[src/rtl/sdma_pkg.sv]
package sdma_pkg;

    localparam int unsigned NUM_CH    = 2;
    localparam int unsigned CH_SEND   = 0;
    localparam int unsigned CH_RECV   = 1;
    localparam int unsigned CH_STRIDE = 'h30;

    localparam int unsigned OFF_CTRL  = 'h00;
    localparam int unsigned OFF_STAT  = 'h04;
    localparam int unsigned OFF_ADDR  = 'h18;
    localparam int unsigned OFF_LEN   = 'h28;

    localparam int BIT_RUN    = 0;
    localparam int BIT_SRST   = 2;
    localparam int BIT_HALTED = 0;
    localparam int BIT_DONE   = 12;

    typedef enum logic [1:0] {
        CH_HALTED,
        CH_RUNNING,
        CH_STOPPING,
        CH_RESETTING
    } chan_state_e;

    typedef enum logic [1:0] {
        TX_IDLE,
        TX_FETCH,
        TX_LOAD,
        TX_SEND
    } tx_state_e;

    typedef enum logic {
        RX_IDLE,
        RX_ACCEPT
    } rx_state_e;

endpackage

[src/rtl/sdma_chan_ctrl.sv]
module sdma_chan_ctrl
    import sdma_pkg::*;
#(
    parameter int AW         = 32,
    parameter int LW         = 16,
    parameter int RST_CYCLES = 8
) (
    input  logic          clk,
    input  logic          rst_n,
    input  logic          wr_ctrl,
    input  logic          wr_stat,
    input  logic          wr_addr,
    input  logic          wr_len,
    input  logic [31:0]   wdata,
    input  logic          dp_busy,
    input  logic          dp_done,
    output logic [31:0]   ctrl_rd,
    output logic [31:0]   stat_rd,
    output logic [AW-1:0] addr_q,
    output logic [LW-1:0] len_q,
    output logic          launch,
    output logic          chan_rst
);

    localparam int CW = $clog2(RST_CYCLES + 1);

    chan_state_e st, st_n;
    logic [CW-1:0] cnt;
    logic          done_q;
    logic          srst_req, run_req, stop_req;

    assign srst_req = wr_ctrl && wdata[BIT_SRST];
    assign run_req  = wr_ctrl && !wdata[BIT_SRST] && wdata[BIT_RUN];
    assign stop_req = wr_ctrl && !wdata[BIT_SRST] && !wdata[BIT_RUN];

    always_comb begin
        st_n = st;
        unique case (st)
            CH_HALTED: begin
                if (srst_req)     st_n = CH_RESETTING;
                else if (run_req) st_n = CH_RUNNING;
            end
            CH_RUNNING: begin
                if (srst_req)      st_n = CH_RESETTING;
                else if (stop_req) st_n = dp_busy ? CH_STOPPING : CH_HALTED;
            end
            CH_STOPPING: begin
                if (srst_req)      st_n = CH_RESETTING;
                else if (run_req)  st_n = CH_RUNNING;
                else if (!dp_busy) st_n = CH_HALTED;
            end
            CH_RESETTING: begin
                if (cnt == '0) st_n = CH_HALTED;
            end
        endcase
    end

    always_ff @(posedge clk) begin
        if (!rst_n) begin
            st  <= CH_HALTED;
            cnt <= '0;
        end else begin
            st <= st_n;
            if (st != CH_RESETTING && st_n == CH_RESETTING)
                cnt <= CW'(RST_CYCLES - 1);
            else if (st == CH_RESETTING && cnt != '0)
                cnt <= cnt - 1'b1;
        end
    end

    assign chan_rst = (st == CH_RESETTING);
    assign launch   = wr_len && (st == CH_RUNNING) && !dp_busy && (wdata[LW-1:2] != '0);

    always_ff @(posedge clk) begin
        if (!rst_n || chan_rst) begin
            addr_q <= '0;
            len_q  <= '0;
            done_q <= 1'b0;
        end else begin
            if (wr_addr) addr_q <= wdata[AW-1:0];
            if (launch)  len_q  <= wdata[LW-1:0];
            if (dp_done)                          done_q <= 1'b1;
            else if (wr_stat && wdata[BIT_DONE])  done_q <= 1'b0;
        end
    end

    always_comb begin
        ctrl_rd             = '0;
        ctrl_rd[BIT_RUN]    = (st == CH_RUNNING);
        ctrl_rd[BIT_SRST]   = (st == CH_RESETTING);
        stat_rd             = '0;
        stat_rd[BIT_HALTED] = (st == CH_HALTED) || (st == CH_RESETTING);
        stat_rd[BIT_DONE]   = done_q;
    end

endmodule

[src/rtl/sdma_mm2s.sv]
module sdma_mm2s
    import sdma_pkg::*;
#(
    parameter int AW = 32,
    parameter int LW = 16
) (
    input  logic          clk,
    input  logic          rst_n,
    input  logic          chan_rst,
    input  logic          launch,
    input  logic [AW-3:0] start_word,
    input  logic [LW-3:0] start_count,
    output logic          busy,
    output logic          done,
    output logic          mem_rd_en,
    output logic [AW-3:0] mem_rd_addr,
    input  logic [31:0]   mem_rd_data,
    output logic          m_tvalid,
    input  logic          m_tready,
    output logic [31:0]   m_tdata,
    output logic          m_tlast,
    output logic [3:0]    m_tkeep
);

    tx_state_e     st, st_n;
    logic [AW-3:0] ptr;
    logic [LW-3:0] left;
    logic [31:0]   data_q;
    logic          final_word;

    assign final_word = (left == (LW-2)'(1));

    always_comb begin
        st_n = st;
        unique case (st)
            TX_IDLE:  if (launch) st_n = TX_FETCH;
            TX_FETCH: st_n = TX_LOAD;
            TX_LOAD:  st_n = TX_SEND;
            TX_SEND:  if (m_tready) st_n = final_word ? TX_IDLE : TX_FETCH;
        endcase
    end

    always_ff @(posedge clk) begin
        if (!rst_n || chan_rst) begin
            st     <= TX_IDLE;
            ptr    <= '0;
            left   <= '0;
            data_q <= '0;
        end else begin
            st <= st_n;
            if (st == TX_IDLE && launch) begin
                ptr  <= start_word;
                left <= start_count;
            end
            if (st == TX_LOAD) data_q <= mem_rd_data;
            if (st == TX_SEND && m_tready) begin
                ptr  <= ptr + 1'b1;
                left <= left - 1'b1;
            end
        end
    end

    always_comb begin
        busy        = (st != TX_IDLE);
        mem_rd_en   = (st == TX_FETCH);
        mem_rd_addr = ptr;
        m_tvalid    = (st == TX_SEND);
        m_tdata     = data_q;
        m_tlast     = (st == TX_SEND) && final_word;
        m_tkeep     = 4'hF;
        done        = (st == TX_SEND) && m_tready && final_word;
    end

endmodule

[src/rtl/sdma_s2mm.sv]
module sdma_s2mm
    import sdma_pkg::*;
#(
    parameter int AW = 32,
    parameter int LW = 16
) (
    input  logic          clk,
    input  logic          rst_n,
    input  logic          chan_rst,
    input  logic          launch,
    input  logic [AW-3:0] start_word,
    input  logic [LW-3:0] start_count,
    output logic          busy,
    output logic          done,
    output logic          mem_wr_en,
    output logic [AW-3:0] mem_wr_addr,
    output logic [31:0]   mem_wr_data,
    input  logic          s_tvalid,
    output logic          s_tready,
    input  logic [31:0]   s_tdata,
    input  logic          s_tlast
);

    rx_state_e     st, st_n;
    logic [AW-3:0] ptr;
    logic [LW-3:0] left;
    logic          beat, ending;

    assign beat   = (st == RX_ACCEPT) && s_tvalid;
    assign ending = beat && (s_tlast || left == (LW-2)'(1));

    always_comb begin
        st_n = st;
        unique case (st)
            RX_IDLE:   if (launch) st_n = RX_ACCEPT;
            RX_ACCEPT: if (ending) st_n = RX_IDLE;
        endcase
    end

    always_ff @(posedge clk) begin
        if (!rst_n || chan_rst) begin
            st   <= RX_IDLE;
            ptr  <= '0;
            left <= '0;
        end else begin
            st <= st_n;
            if (st == RX_IDLE && launch) begin
                ptr  <= start_word;
                left <= start_count;
            end else if (beat) begin
                ptr  <= ptr + 1'b1;
                left <= left - 1'b1;
            end
        end
    end

    always_comb begin
        busy        = (st != RX_IDLE);
        s_tready    = (st == RX_ACCEPT);
        mem_wr_en   = beat;
        mem_wr_addr = ptr;
        mem_wr_data = s_tdata;
        done        = ending;
    end

endmodule

[src/rtl/sdma_engine.sv]
module sdma_engine
    import sdma_pkg::*;
#(
    parameter int AW         = 32,
    parameter int LW         = 16,
    parameter int REG_AW     = 8,
    parameter int RST_CYCLES = 8
) (
    input  logic              clk,
    input  logic              rst_n,
    input  logic              cfg_valid,
    input  logic              cfg_write,
    input  logic [REG_AW-1:0] cfg_addr,
    input  logic [31:0]       cfg_wdata,
    output logic [31:0]       cfg_rdata,
    output logic              cfg_rvalid,
    output logic              mem_rd_en,
    output logic [AW-3:0]     mem_rd_addr,
    input  logic [31:0]       mem_rd_data,
    output logic              mem_wr_en,
    output logic [AW-3:0]     mem_wr_addr,
    output logic [31:0]       mem_wr_data,
    output logic              m_tvalid,
    input  logic              m_tready,
    output logic [31:0]       m_tdata,
    output logic              m_tlast,
    output logic [3:0]        m_tkeep,
    input  logic              s_tvalid,
    output logic              s_tready,
    input  logic [31:0]       s_tdata,
    input  logic              s_tlast
);

    logic [NUM_CH-1:0] dp_busy, dp_done, launch, chan_rst;
    logic [31:0]       ctrl_rd [NUM_CH];
    logic [31:0]       stat_rd [NUM_CH];
    logic [AW-1:0]     addr_q  [NUM_CH];
    logic [LW-1:0]     len_q   [NUM_CH];
    logic              wr_any;
    logic [31:0]       rd_mux;

    assign wr_any = cfg_valid && cfg_write;

    for (genvar ch = 0; ch < NUM_CH; ch++) begin : g_ch
        localparam logic [REG_AW-1:0] A_CTRL = REG_AW'(ch * CH_STRIDE + OFF_CTRL);
        localparam logic [REG_AW-1:0] A_STAT = REG_AW'(ch * CH_STRIDE + OFF_STAT);
        localparam logic [REG_AW-1:0] A_ADDR = REG_AW'(ch * CH_STRIDE + OFF_ADDR);
        localparam logic [REG_AW-1:0] A_LEN  = REG_AW'(ch * CH_STRIDE + OFF_LEN);

        sdma_chan_ctrl #(.AW(AW), .LW(LW), .RST_CYCLES(RST_CYCLES)) u_ctrl (
            .clk      (clk),
            .rst_n    (rst_n),
            .wr_ctrl  (wr_any && cfg_addr == A_CTRL),
            .wr_stat  (wr_any && cfg_addr == A_STAT),
            .wr_addr  (wr_any && cfg_addr == A_ADDR),
            .wr_len   (wr_any && cfg_addr == A_LEN),
            .wdata    (cfg_wdata),
            .dp_busy  (dp_busy[ch]),
            .dp_done  (dp_done[ch]),
            .ctrl_rd  (ctrl_rd[ch]),
            .stat_rd  (stat_rd[ch]),
            .addr_q   (addr_q[ch]),
            .len_q    (len_q[ch]),
            .launch   (launch[ch]),
            .chan_rst (chan_rst[ch])
        );
    end

    sdma_mm2s #(.AW(AW), .LW(LW)) u_send (
        .clk         (clk),
        .rst_n       (rst_n),
        .chan_rst    (chan_rst[CH_SEND]),
        .launch      (launch[CH_SEND]),
        .start_word  (addr_q[CH_SEND][AW-1:2]),
        .start_count (cfg_wdata[LW-1:2]),
        .busy        (dp_busy[CH_SEND]),
        .done        (dp_done[CH_SEND]),
        .mem_rd_en   (mem_rd_en),
        .mem_rd_addr (mem_rd_addr),
        .mem_rd_data (mem_rd_data),
        .m_tvalid    (m_tvalid),
        .m_tready    (m_tready),
        .m_tdata     (m_tdata),
        .m_tlast     (m_tlast),
        .m_tkeep     (m_tkeep)
    );

    sdma_s2mm #(.AW(AW), .LW(LW)) u_recv (
        .clk         (clk),
        .rst_n       (rst_n),
        .chan_rst    (chan_rst[CH_RECV]),
        .launch      (launch[CH_RECV]),
        .start_word  (addr_q[CH_RECV][AW-1:2]),
        .start_count (cfg_wdata[LW-1:2]),
        .busy        (dp_busy[CH_RECV]),
        .done        (dp_done[CH_RECV]),
        .mem_wr_en   (mem_wr_en),
        .mem_wr_addr (mem_wr_addr),
        .mem_wr_data (mem_wr_data),
        .s_tvalid    (s_tvalid),
        .s_tready    (s_tready),
        .s_tdata     (s_tdata),
        .s_tlast     (s_tlast)
    );

    always_comb begin
        rd_mux = '0;
        for (int ch = 0; ch < NUM_CH; ch++) begin
            if (cfg_addr == REG_AW'(ch * CH_STRIDE + OFF_CTRL)) rd_mux = ctrl_rd[ch];
            if (cfg_addr == REG_AW'(ch * CH_STRIDE + OFF_STAT)) rd_mux = stat_rd[ch];
            if (cfg_addr == REG_AW'(ch * CH_STRIDE + OFF_ADDR)) rd_mux = 32'(addr_q[ch]);
            if (cfg_addr == REG_AW'(ch * CH_STRIDE + OFF_LEN))  rd_mux = 32'(len_q[ch]);
        end
    end

    always_ff @(posedge clk) begin
        if (!rst_n) begin
            cfg_rdata  <= '0;
            cfg_rvalid <= 1'b0;
        end else begin
            cfg_rvalid <= cfg_valid && !cfg_write;
            if (cfg_valid && !cfg_write) cfg_rdata <= rd_mux;
        end
    end

endmodule

[config.mk]
export PLATFORM = sky130hd
export DESIGN_NAME = sdma_engine
export DESIGN_NICKNAME = d
export VERILOG_FILES = /design/src/rtl/sdma_pkg.sv /design/src/rtl/sdma_chan_ctrl.sv /design/src/rtl/sdma_mm2s.sv /design/src/rtl/sdma_s2mm.sv /design/src/rtl/sdma_engine.sv
export SDC_FILE = /design/constraint.sdc
export NUM_CORES = 1
export LEC_CHECK = 0
export CAP_MARGIN = 15
export CORE_UTILIZATION = 33
export CTS_CLUSTER_SIZE = 30
export DETAILED_ROUTE_END_ITERATION = 8
export DONT_BUFFER_PORTS = 1
export PLACE_DENSITY = 0.58
export SLEW_MARGIN = 20
export SYNTH_ARGS = -nofsm -noshare
export SYNTH_HDL_FRONTEND = slang
export SYNTH_HIERARCHICAL = 1
export SYNTH_SLANG_ARGS = --single-unit
[constraint.sdc]
create_clock -name clk -period 6.05 [get_ports clk]
set_input_delay 0.605 -clock clk [delete_from_list [all_inputs] [get_ports clk]]
set_output_delay 0.605 -clock clk [all_outputs]
set_load 0.02 [all_outputs]
* After elaboration in Yosys (flattened, before gate mapping)
Cells that the tools add are included.
** Word-level totals
- Word-level logic and storage cells :: 171
- Flip-flop bits (word level) :: 266
- Output and inout bits :: 166
- Input port bits :: 111
** Cells by class
- Eq/ne operators :: 24
- Reduce and logical (&&, ||, !) cells :: 67
- Bitwise logic cells :: 2
- Mux-type cells :: 51
- Add/sub/neg operators :: 6
** Operators by type and width (count)
- two-way mux 32 bit :: 7
- two-way mux 30 bit :: 4
- adder 30 x 1 -> 30 bit (second input constant) :: 2
- two-way mux 14 bit :: 4
- two-way mux 2 bit :: 20
- logical AND 1 bit :: 37
- == test 14 x 1 -> 1 bit (second input constant) :: 2
- subtractor 14 x 1 -> 14 bit (second input constant) :: 2
- == test 8 x 6 -> 1 bit (second input constant) :: 3
- case mux 2 bit (4 select lines) :: 3
- == test 2 bit (second input constant) :: 8
- == test 8 x 7 -> 1 bit (second input constant) :: 2
- two-way mux 3 bit :: 5
- nonzero test 14 bit :: 1
- nonzero test 2 bit :: 7
- == test 8 x 3 -> 1 bit (second input constant) :: 1
- == test 8 x 5 -> 1 bit (second input constant) :: 1
- logical NOT 4 bit :: 2
- logical NOT 8 bit :: 1
- nonzero test 4 bit :: 2
- subtractor 4 x 1 -> 4 bit (second input constant) :: 2
- two-way mux 1 bit :: 7
- == test 2 x 1 -> 1 bit (second input constant) :: 3
- logical NOT 1 bit :: 6
- 8 further kinds :: 18

* Longest topological paths before layout
Gate-level depths: netlist of run 1.
- Word-level depth :: 10
- Depth in mapped cells :: 16
- Mapped depth without buffers :: 11

* Hierarchy
Netlist of run 1, hierarchy kept.
** Modules (own cells, without submodules)
- sdma_chan_ctrl :: cells each 307, sequential area each 1101.1 µm², area an instance 2847.7 µm², times used 2
- sdma_mm2s :: cells each 456, sequential area each 1561.5 µm², area an instance 3837.4 µm², times used 1
- sdma_engine :: cells each 401, sequential area each 660.6 µm², area an instance 3178.0 µm², times used 1
- sdma_s2mm :: cells each 322, sequential area each 900.9 µm², area an instance 2630.0 µm², times used 1

* Worst setup path before layout of run 1
Ideal clock, no wire load.
- Kind :: input-to-reg
- Start point :: input port cfg_addr[5]
- End point :: register u_send.ptr[25] (netlist: u_send/mem_rd_addr[25])
- Setup time :: 0.071 ns
- Arrival :: 3.655 ns
- Stages :: 16
- Buffers on the path :: 7
- Data required time :: 5.979 ns
- Path slack :: 2.324 ns
- Cells stage by stage :: clkbuf_1 -> or3b_2 -> buf_2 -> buf_2 -> nor4_1 -> nand2_1 -> or2_1 -> clkbuf_1 -> buf_6 -> nor2_1 -> nand2_1 -> nor2_1 -> clkbuf_1 -> buf_2 -> a22oi_1 -> a21oi_1
** On the way
- Longest elaborated chain between the ends :: 7
** Ends and longest elaborated chain
- from (decl) :: RTL line sdma_engine.sv:13 : input logic [REG_AW-1:0] cfg_addr,
- == test 8 x 6 -> 1 bit :: RTL line sdma_engine.sv:56 : .wr_len (wr_any && cfg_addr == A_LEN),
- logical AND 1 bit :: RTL line sdma_engine.sv:56
- logical AND 1 bit (3 in series) :: RTL line sdma_chan_ctrl.sv:72 : assign launch = wr_len && (st == CH_RUNNING) && !dp_busy && (wdata[LW-1:2] != '0);
- net launch[0] :: RTL line sdma_engine.sv:34 : logic [NUM_CH-1:0] dp_busy, dp_done, launch, chan_rst;
- logical AND 1 bit :: RTL line sdma_mm2s.sv:51 : if (st == TX_IDLE && launch) begin
- nonzero test 2 bit (no line)
- to (signal assigned) :: RTL line sdma_mm2s.sv:52 : ptr <= start_word;
- to (signal assigned) :: RTL line sdma_mm2s.sv:57 : ptr <= ptr + 1'b1;
- to (decl) :: RTL line sdma_mm2s.sv:26 : logic [AW-3:0] ptr;
The timed path passes the listed nets, and every way through them passes these cells.
A chain may end at the register's enable or synchronous reset.

* Worst setup path after layout of run 1
- Start point :: input port cfg_addr[1]
- End point :: register u_send.ptr[25] (netlist: u_send/mem_rd_addr[25])
Same word-level chain as after synthesis.

==> reports/results.ini, run 1 <==
[clocking]
cts_setup_buffers = 0
numCtsBuffers = 31
htreeDepth = 1
cts_tree = yes
cts_buffer_depth = 3
cts_num_sinks = 266
cts_hold_buf = 0
cts.clk_slew.worst_paths_ns = 0.07
cts_resized = 0
root_buffer = clkbuf_16
clkLatencyLatePin_ns = 0.59

[timing]
timing.final.crit_share_pct = 67.5
finalSetupViolCount = 0
worst_pin_slew_ns = 1.11
hold_viol_final = 0
relSlewSlack_pct = 25.9
tns_ns = 0
fmax_ghz = 0.245
fin_skew_ns = 0.0169
fin_crit_ns = 4.08
maxSlewViolCount = 0
rsz0062_at_grt = no
hold_ws_ns = 0.126

[grt]
antenna_found_initial = 1
gr-total-overflow = 0
grt_pass1_vias = 11800
grt_use_total_pct = 20.0
grt_max_degree = 70
grt_pass1_wl_um = 73100

[routing]
dr.pass1.iters = 5
via_count = 12700
wirelength_um = 49200
wl_per_cell_um = 21.4
viasPerCell = 5.52
drt_iter0_markers = 1190
ant_nets = 0
drc_errors = 0

[finish]
final_nets = 1809
drive_above_1_share_pct = 10.8
diodes = 0
postLayoutCoreUtil_pct = 34.9
final_area_um2 = 15900
area_growth_pct = 3.78

[synthesis]
seq_area_frac_synth_pct = 34.7
synth-edff-count = 0
async_reset_ff_share_pct = 0
yosys_warnings = 6
ys.flop_type = dfxtp_1
post_synth.cell_area_avg_um2 = 8.56
synth_area_um2 = 15300
synth.distinct_cells = 83
ys_ff_latch = 266
netlist_instances = 1793

[floorplanning]
die_x_um = 218
dieHeight_um = 218
design.die.area_um2 = 47400
io_pins = 277
fp.coreArea_um2 = 45600
initial_core_util_pct = 33.7
rows = 78

[worst_hold_path]
hold_depth = 2
hp-class = in -> reg

[critical_path]
arrival_ns = 4.51
required_ns = 6.48
critical_path_class = in -> reg
crit_path_max_fanout = 22
reg2regPathDepth = 11
critPathLaunchType = primary input
cp-end-kind = flop

[pwr]
ir_drop_v = 0.000210
p_leak_uw = 0.00520
power-per-cell-area_nw_per_um2 = 243

[placement]
placed_cell_area_um2 = 14900
dp_hpwl_um = 35800
gp_congestion = 0.851
port-buffer-count = 0

[run_status]
outcome = completed

[job]
maxCapViolCount = 0

-- registers in the layout, summed over array words and instances (netlist names), 2 cells and up --
| signal | cells |
|---|---|
| cfg_rdata | 32 |
| g_ch.u_ctrl/cnt | 8 |
| u_send/mem_rd_addr | 30 |
| u_send/st | 2 |
| g_ch.u_ctrl/addr_q | 64 |
| g_ch.u_ctrl/len_q | 32 |
| g_ch.u_ctrl/st | 4 |
| u_recv/left | 14 |
| u_recv/mem_wr_addr | 30 |
| u_send/left | 14 |
| u_send/m_tdata | 32 |
| g_ch.u_ctrl/done_q | 2 |
-- layer usage --
layer	track usage, %	part of all wire, %	up-vias	routed length [um]
met5	0	0	-	0
met4	6.69	3.3	0	1620
met3	5.37	8.2	89	4040
met2	33.4	47	508	23200
met1	24.7	41	6119	20300
li1	-	-	5988	-
-- per-stage QoR --
| step | cells | setup slack [ns] | total power (uW) |
|---|---|---|---|
| after floorplan | 1914 | 2.32 | 2110 |
| after global placement | 2243 | 1.56 | 2050 |
| after detailed placement | 2243 | 1.49 | 2060 |
| after CTS | 2299 | 2.09 | 3900 |
| after global routing | 2300 | 1.67 | 4010 |
| final | 2300 | 1.97 | 3870 |
-- layout by cell type (no fill, tap or decap), drive strengths merged, types with 21 or more instances in the layout --
cell,Yosys,routed
inv,48,50
xnor2,25,25
a221oi,22,22
o21ai,112,112
ha,21,21
a22oi,32,32
mux2i,130,130
nor2,180,180
nor3,45,45
o22ai,28,28
dfxtp,266,266
nand3,61,61
conb,3,124
clkbuf,71,42
a211oi,39,39
a21oi,99,99
nor4,28,28
nand2,112,112
-- where the power goes --
group	total [uW]	leakage (uW)	internal (uW)	switching, uW
Combinational	229	0.00257	81.5	147
Clock	1840	0.000491	1060	784
Sequential	1800	0.00214	1770	29.1
-- synthesized netlist by cell type, drive strengths merged, types with 6 or more instances --
| library cell | n | share of area [%] |
|---|---|---|
| a31oi | 12 | 0.49 |
| a21oi | 99 | 3.7 |
| clkbuf | 71 | 1.7 |
| and4 | 12 | 0.69 |
| o221ai | 16 | 0.91 |
| nand3b | 16 | 0.78 |
| nand2b | 10 | 0.41 |
| nor3b | 9 | 0.51 |
| nor2 | 180 | 4.5 |
| dfxtp | 266 | 35 |
| o32ai | 6 | 0.34 |
| a311oi | 11 | 0.63 |
| nor3 | 45 | 1.7 |
| xnor2 | 25 | 1.4 |
| nand4 | 14 | 0.65 |
| o21ai | 112 | 4.1 |
| a211oi | 39 | 1.9 |
| mux2 | 19 | 1.4 |
| a22o | 14 | 0.80 |
| nor4 | 28 | 1.9 |
| nand2 | 112 | 2.8 |
| inv | 48 | 1.2 |
| and3 | 11 | 0.46 |
| or4 | 7 | 0.39 |
| xor2 | 12 | 0.69 |
| nor2b | 8 | 0.33 |
| buf | 212 | 10 |
| or3 | 11 | 0.45 |
| a221oi | 22 | 1.4 |
| nand3 | 61 | 2.0 |
| o211ai | 11 | 0.57 |
| mux2i | 130 | 8.5 |
| a22oi | 32 | 1.6 |
| a221o | 14 | 0.91 |
| o22ai | 28 | 1.1 |
| ha | 21 | 1.7 |
-- layout make-up --
cell class                      instances  area [um2]
Fill cell                            4653       29700
Multi-Input combinational cell       1316        8560
Clock inverter                         14         125
Tap cell                              600         751
Timing Repair Buffer                   13        95.1
Clock buffer                           42         877
Inverter                               49         184
Sequential cell                       266        5330
-- final timing paths --
kind	startpoint	to	slack [ns]
setup reg to reg	u_send/st[0]	u_send/mem_rd_addr[25]	2.02
hold / removal	rst_n	g_ch[0].u_ctrl/st[1]	0.13
hold reg to reg	g_ch[1].u_ctrl/len_q[13]	g_ch[1].u_ctrl/len_q[13]	0.47
setup / recovery	cfg_addr[1]	u_send/mem_rd_addr[25]	1.97
-- logic make-up (layout without fill, tap and decap cells) --
family,count (synthesis),after routing,synth area share [%]
simple gates,542,542,18.5
compound gates,443,443,20.1
buf+inv,332,118,12.9
flops,266,266,34.7
mux,149,149,9.90
xor+xnor,37,37,2.11
fa+ha+maj,21,21,1.71
other cells,3,124,0.0734
-- worst max-delay path, stage by stage --
cell	delay (ns)
or3_1	0.63
nor4_1	0.36
nand2_1	0.13
or2_1	0.51
nor2_1	0.56
nand2_1	0.29
nor2_2	0.62
buf_4	0.39
a31oi_1	0.07
o31ai_1	0.23
a21oi_1	0.10
Note: power is estimated with default switching activity, not from simulation.
==> inputs of run 2 (changes only) <==
- ABC_AREA: not set -> 1
- PLACE_DENSITY: 0.58 -> 0.59
- clock period: 6.05 -> 3.35 ns (I/O delays scaled with it)
==> run 2 against run 1 <==
Compared with the run above:
- area after synthesis rose by 5.5%
- sequential share of layout area fell by 3.4 points
- count of clock-buffer cells in the layout up 4
- sequential power increased by 94%
- die area rose by 5.4%
==> reports/results.ini, run 2 <==
[run_status]
outcome = completed

[critical_path]
required_ns = 3.74  ; -2.74 ns
crit_path_max_fanout = 19  ; -14%
reg2regPathDepth = 12  ; +1
rrSetupSlack_ns = 0.67  ; -1.35 ns
arrival_ns = 3.19  ; -1.32 ns
slowest_stage = dlygate4sd3_1
slowest_delay_ns = 0.75  ; +0.12 ns
critical_path_class = in -> reg
worstPathCellList = dlygate4sd3_1, inv_2, nand4_1, nor3_1, nand3_1, nand2_4, inv_4, nand2_1, nand2_1, inv_2, buf_4, nor2_1, o21ai_0, a21oi_1
critPathLaunchType = primary input
r2r-end = u_recv/left[12]
r2r_start = g_ch[1].u_ctrl/st[1]
cp-end-kind = flop

[routing]
ant_nets = 0  ; unchanged
wl_per_cell_um = 18.2  ; -15%
dr.pass1.iters = 5  ; unchanged
drc_errors = 0  ; unchanged
via_count = 16100  ; +26%
drt_iter0_markers = 1569  ; +32%
viasPerCell = 5.07  ; -8.2%
wirelength_um = 57700  ; +17%

[pwr]
power-per-cell-area_nw_per_um2 = 451  ; +85%
p_leak_uw = 0.00700  ; +35%
ir_drop_v = 0.000299  ; +42%

[grt]
antenna_found_initial = 3  ; +2
gr-total-overflow = 0  ; unchanged
grt_pass1_wl_um = 87100  ; +19%
grt_pass1_vias = 14700  ; +25%
grt_max_degree = 40  ; -43%
grt_use_total_pct = 22.5  ; +2.5 points

[floorplanning]
rows = 80  ; +2.6%
design.die.area_um2 = 49900  ; +5.4%
die_x_um = 223  ; +2.7%
fp.coreArea_um2 = 48000  ; +5.4%
io_pins = 277  ; unchanged
initial_core_util_pct = 33.7  ; about the same
dieHeight_um = 223  ; +2.7%

[clocking]
cts.clk_slew.worst_paths_ns = 0.06  ; about the same
cts_num_sinks = 266  ; unchanged
cts_buffer_depth = 3  ; unchanged
numCtsBuffers = 34  ; +9.7%
clkLatencyLatePin_ns = 0.54  ; -0.05 ns
cts_tree = yes
htreeDepth = 2  ; +1
root_buffer = clkbuf_16
cts_resized = 0  ; unchanged

[finish]
area_growth_pct = 9.39
layout_common_cells = nand2_1 (741), nor2_1 (341), dfxtp_1 (266)
layout_commonest_cell = nand2_1
seqCellArea_um2 = 5330  ; unchanged
top_register = g_ch.u_ctrl/addr_q
largest_register_ffs = 64  ; unchanged
multi_input_area_um2 = 8830  ; +3.1%
drive_above_1_share_pct = 8.43  ; -2.4 points
final_nets = 2656  ; +47%
fill_cells = 5116  ; +10%

[timing]
fin_skew_ns = 0.0220  ; +0.00514 ns
layout_setup_ws_ns = 0.550  ; -1.42 ns
fmax_ghz = 0.357
hold_viol_final = 0  ; unchanged
fin_crit_ns = 2.80
worst_pin_slew_ns = 0.973  ; -0.135 ns
rsz0062_at_grt = no
tns_ns = 0  ; unchanged
timing.final.crit_share_pct = 83.6
finalSetupViolCount = 0  ; unchanged
relSlewSlack_pct = 35.0  ; +9.1 points
maxSlewViolCount = 0  ; unchanged

[synthesis]
synth_area_um2 = 16200  ; +5.5%
synth_top_area_share_pct = 32.9  ; -1.8 points
synthTopCellsByCount = nand2_1 (741), nor2_1 (344), dfxtp_1 (266)
seq_area_frac_synth_pct = 32.9  ; -1.8 points
yosys_warnings = 6  ; unchanged
synth.distinct_cells = 50  ; -40%
synth_most_common_cell = nand2_1
synth-edff-count = 0  ; unchanged
post_synth.cell_area_avg_um2 = 6.38  ; -25%
netlist_instances = 2538  ; +42%
async_reset_ff_share_pct = 0  ; unchanged
yosys-top-cells-area = dfxtp_1 (33%), nand2_1 (17%), nor2_1 (8.0%)
ys.flop_type = dfxtp_1
ys_ff_latch = 266  ; unchanged
synth_area_leader_cell = dfxtp_1

[placement]
post-place-ws_ns = 0.567  ; -0.919 ns
port-buffer-count = 0  ; unchanged
gp_congestion = 0.949  ; +12%
dp_hpwl_um = 40700  ; +14%

[worst_hold_path]
hold_depth = 2  ; unchanged
hp-class = in -> reg
min_to = u_recv/left[6]
worstHoldStart = cfg_wdata[8]

[job]
maxCapViolCount = 0  ; unchanged

[run 2: cell types whose count changed in the layout (fill, tap and decap cells not counted), sizes merged, moves of 38 or more]
cell,delta
a211oi,-38
a21oi,+125
dlygate4sd3,+65
inv,+145
mux2i,-130
nand2,+652
nand3,+100
nor2,+200
[run 2: stage by stage]
step	cell area, um2	power, uW	cells	utilization [%]	hold slack [ns]
after floorplan	16600	4160	2659	-	0.433
after global placement	15900	4150	3038	33.1	0.442
after detailed placement	15900	4180	3038	33.1	0.448
after CTS	17700	8060	3164	36.8	0.0000636
after global routing	17700	8280	3166	36.8	0.0188
final	17700	7980	3166	36.8	0.0244
[run 2: layout make-up]
class,instances,share of cell area [%]
Timing Repair Buffer,94,4.91
Sequential cell,266,30.1
Multi-Input combinational cell,1930,49.9
Clock buffer,46,5.63
Tap cell,615,4.35
Antenna cell,2,0.0283
Clock inverter,15,0.862
Inverter,198,4.26
[run 2: worst max-delay path: cells and delay by family]
kind / cells / cell delay, ns
buffers and inverters: 5 / 1.60
and+or+nand+nor: 7 / 1.08
AOI/OAI and AO/OA: 2 / 0.16
[run 2: how the worst max path moves through the flow]
stage | slack [ns] | depth (start not counted) | endpoint | start
finish | 0.55 | 14 | u_send/left[10] | cfg_wdata[8]
global route | 0.37 | 13 | u_recv/mem_wr_addr[1] | cfg_wdata[7]
CTS | 0.52 | 4 | mem_wr_en | u_recv/busy
detailed placement | 0.57 | 16 | u_send/left[10] | cfg_addr[7]
global placement | 0.65 | 16 | u_send/mem_rd_addr[26] | cfg_addr[7]
floorplan | 0.95 | 20 | u_send/mem_rd_addr[3] | cfg_addr[7]
[run 2: cell families after synthesis]
logic type	Yosys count	synth area share [%]
AOI/OAI and AO/OA	399	13.3
xor gates and xnor gates	6	0.325
adders and majority gates	21	1.62
buffers and inverters	463	15.4
DFF	266	32.9
other	3	0.0696
and+or+nand+nor	1380	36.4
[run 2: what timing repair did]
| item | in CTS | in global routing |
|---|---|---|
| endpoints found under the hold margin | 155 | 0 |
| hold buffers | 65 | 0 |
| buffers inserted | 0 | 0 |
| endpoints found under the setup margin | 0 | 0 |
[run 2: power breakdown]
group	internal [uW]	total, uW	switching, uW
Sequential	3280	3490	208
Clock	2260	3750	1500
Combinational	233	737	504
[run 2: metal layers]
metal / share of wire [%] / up-vias / GRT usage [%]
met4: 3.9 / 2 / 9.26
met3: 9.0 / 119 / 4.87
li1: - / 7833 / -
met1: 42 / 7401 / 29.3
met5: 0.019 / - / 0
met2: 45 / 705 / 36.0
==> inputs of run 3 (changes only) <==
- clock period: 3.35 -> 2.3 ns (I/O delays scaled with it)
==> run 3 against run 2 <==
Compared with the run above:
- the flow now finishes with violations (DRC)
- count of clock-buffer cells in the layout rose by 7
- sequential power is 45% higher
- first-iteration DRC count down 15%
- clock skew hardly changed
- register-to-register slack got worse by 0.43 ns
- combinational power increased by 53%
- final area up 2.7%
- die area did not move
- cell count increased by 1.5%
- sequential share of layout area decreased by 0.78 points
- largest power group unchanged
==> reports/results.ini, run 3 (synthesized netlist as in run 2, its figures left out) <==
[timing]
timing.final.crit_share_pct = 97.9
relSlewSlack_pct = 52.3  ; +17 points
maxSlewViolCount = 0  ; unchanged
fin_crit_ns = 2.25
fin_skew_ns = 0.0224  ; +0.000334 ns
rsz0062_at_grt = no
hold_ws_ns = 0.0365  ; +0.0121 ns
tns_ns = 0  ; unchanged
fmax_ghz = 0.444
hold_viol_final = 0  ; unchanged
finalSetupViolCount = 0  ; unchanged
worst_pin_slew_ns = 0.713  ; -0.260 ns
layout_setup_ws_ns = 0.0478  ; -0.503 ns

[grt]
grt_max_degree = 53  ; +33%
grt_pass1_vias = 15100  ; +2.3%
antenna_found_initial = 1  ; -2
grt_use_total_pct = 22.5  ; about the same
gr-total-overflow = 0  ; unchanged
grt_pass1_wl_um = 87500  ; +0.40%

[finish]
final_area_um2 = 18200  ; +2.7%
layout_commonest_cell = nand2_1
largest_register_ffs = 64  ; unchanged
area_growth_pct = 12.3
final_nets = 2703  ; +1.8%
drive_above_1_share_pct = 10.0  ; +1.6 points
top_register = g_ch.u_ctrl/addr_q
postLayoutCoreUtil_pct = 37.8  ; +0.99 points
layout_common_cells = nand2_1 (741), nor2_1 (340), dfxtp_1 (266)

[clocking]
htreeDepth = 2  ; unchanged
root_buffer = clkbuf_16
cts_buffer_depth = 3  ; unchanged
cts.clk_slew.worst_paths_ns = 0.06  ; about the same
numCtsBuffers = 35  ; +2.9%
cts_setup_buffers = 0  ; unchanged
cts_num_sinks = 266  ; unchanged
clkLatencyLatePin_ns = 0.56  ; +0.02 ns
cts_tree = yes

[pwr]
p_int_uw = 8670  ; +50%
p_sw_share_pct = 27.4  ; -0.31 points
pwr-share-clk_pct = 48.0  ; +0.9 points
ir_drop_v = 0.000490  ; +64%
p_sw_uw = 3260  ; +48%
power-per-cell-area_nw_per_um2 = 656  ; +46%
p_leak_uw = 0.00729  ; +4.1%
combPwrFrac_pct = 9.5  ; +0.3 points
power_frac_seq_pct = 42.5  ; -1.2 points

[run_status]
outcome = finished, violations left
violations = DRC

[routing]
dr.pass1.iters = 8  ; +3
ant_nets = 0  ; unchanged
via_count = 16100  ; +0.10%
drt_iter0_markers = 1336  ; -15%
drc_errors = 1  ; +1
viasPerCell = 5.00  ; -1.4%
wirelength_um = 57800  ; +0.11%
wl_per_cell_um = 18.0  ; -1.4%

[critical_path]
critical_path_class = in -> reg
r2r_start = g_ch[1].u_ctrl/st[0]
arrival_ns = 2.67  ; -0.52 ns
reg2regPathDepth = 11  ; -1
rrSetupSlack_ns = 0.24  ; -0.43 ns
r2r-end = u_recv/mem_wr_addr[20]
crit_path_max_fanout = 39  ; +20
cp-end-kind = flop
required_ns = 2.71  ; -1.03 ns
critPathLaunchType = primary input

[placement]
placed_cell_area_um2 = 16300  ; +2.3%
gp_congestion = 0.926  ; -2.4%
post-place-ws_ns = 0.186  ; -0.381 ns
dp_hpwl_um = 40700  ; about the same
port-buffer-count = 0  ; unchanged

[job]
maxCapViolCount = 0  ; unchanged

[worst_hold_path]
worstHoldStart = cfg_valid
hold_depth = 4  ; +2
min_to = cfg_rdata[30]
hp-class = in -> reg

[floorplanning]
io_pins = 277  ; unchanged
rows = 80  ; unchanged
fp.coreArea_um2 = 48000  ; unchanged
dieHeight_um = 223  ; unchanged
initial_core_util_pct = 33.7  ; unchanged
die_x_um = 223  ; unchanged
design.die.area_um2 = 49900  ; unchanged

[run 3: through the flow]
| stage | power [uW] | instances |
|---|---|---|
| after floorplan | 6060 | 2659 |
| after global placement | 6080 | 3081 |
| after detailed placement | 6110 | 3081 |
| after CTS | 12000 | 3212 |
| after global routing | 12400 | 3213 |
| final | 11900 | 3214 |
[run 3: power groups by stage]
stage               Clock (uW)  Sequential, uW  Combinational [uW]
floorplan                    0            5140                 927
global placement             0            5160                 920
detailed placement           0            5170                 945
CTS                       5870            5070                1110
global route              6020            5090                1260
finish                    5730            5070                1130
[run 3: how the worst max path moves through the flow]
stage                    from                     end  slack, ns  depth (start not counted)
4_1_cts        u_send/left[4]                 m_tlast       0.02                          5
3_3_place_gp      cfg_addr[5]   u_recv/mem_wr_addr[6]       0.21                         14
3_5_place_dp      cfg_addr[5]  u_recv/mem_wr_addr[19]       0.19                         15
6_report         cfg_wdata[7]   u_recv/mem_wr_addr[4]       0.05                         12
2_1_floorplan     cfg_addr[7]   u_send/mem_rd_addr[3]      0.008                         20
5_1_grt          cfg_wdata[7]   u_recv/mem_wr_addr[2]       0.02                         12
[run 3: repair_timing]
action                                 CTS  global route
setup endpoints to repair                0             7
endpoints found under the hold margin  184             0
hold buffers                            68             0
resized for setup                        0             2
[run 3: routing by layer]
| layer | up-vias | track usage (%) | wire [um] |
|---|---|---|---|
| li1 | 7923 | - | - |
| met1 | 7344 | 28.2 | 24500 |
| met2 | 668 | 36.8 | 25900 |
| met3 | 141 | 5.48 | 4850 |
| met4 | 0 | 9.48 | 2450 |
| met5 | - | 0 | 0 |
[run 3: cell type report]
cell class                 count  area (um2)
sequential                   266        5330
inverter                     198         753
multi-input combinational   1930        8830
tap                          615         769
fill                        5117       29900
clock buffer                  53        1090
antenna                        2        5.00
timing repair buffer         140        1270
clock inverter                10         120
[run 3: critical path: stages]
cell and delay [ns]:
dlygate4sd3_1 0.75, inv_1 0.17, nand4_1 0.11, nor3_1 0.18, nand3_1 0.16, nand2_4 0.11
inv_4 0.03, nand2_1 0.10, buf_6 0.32, nand3_1 0.20, o22ai_1 0.21, a221oi_2 0.08
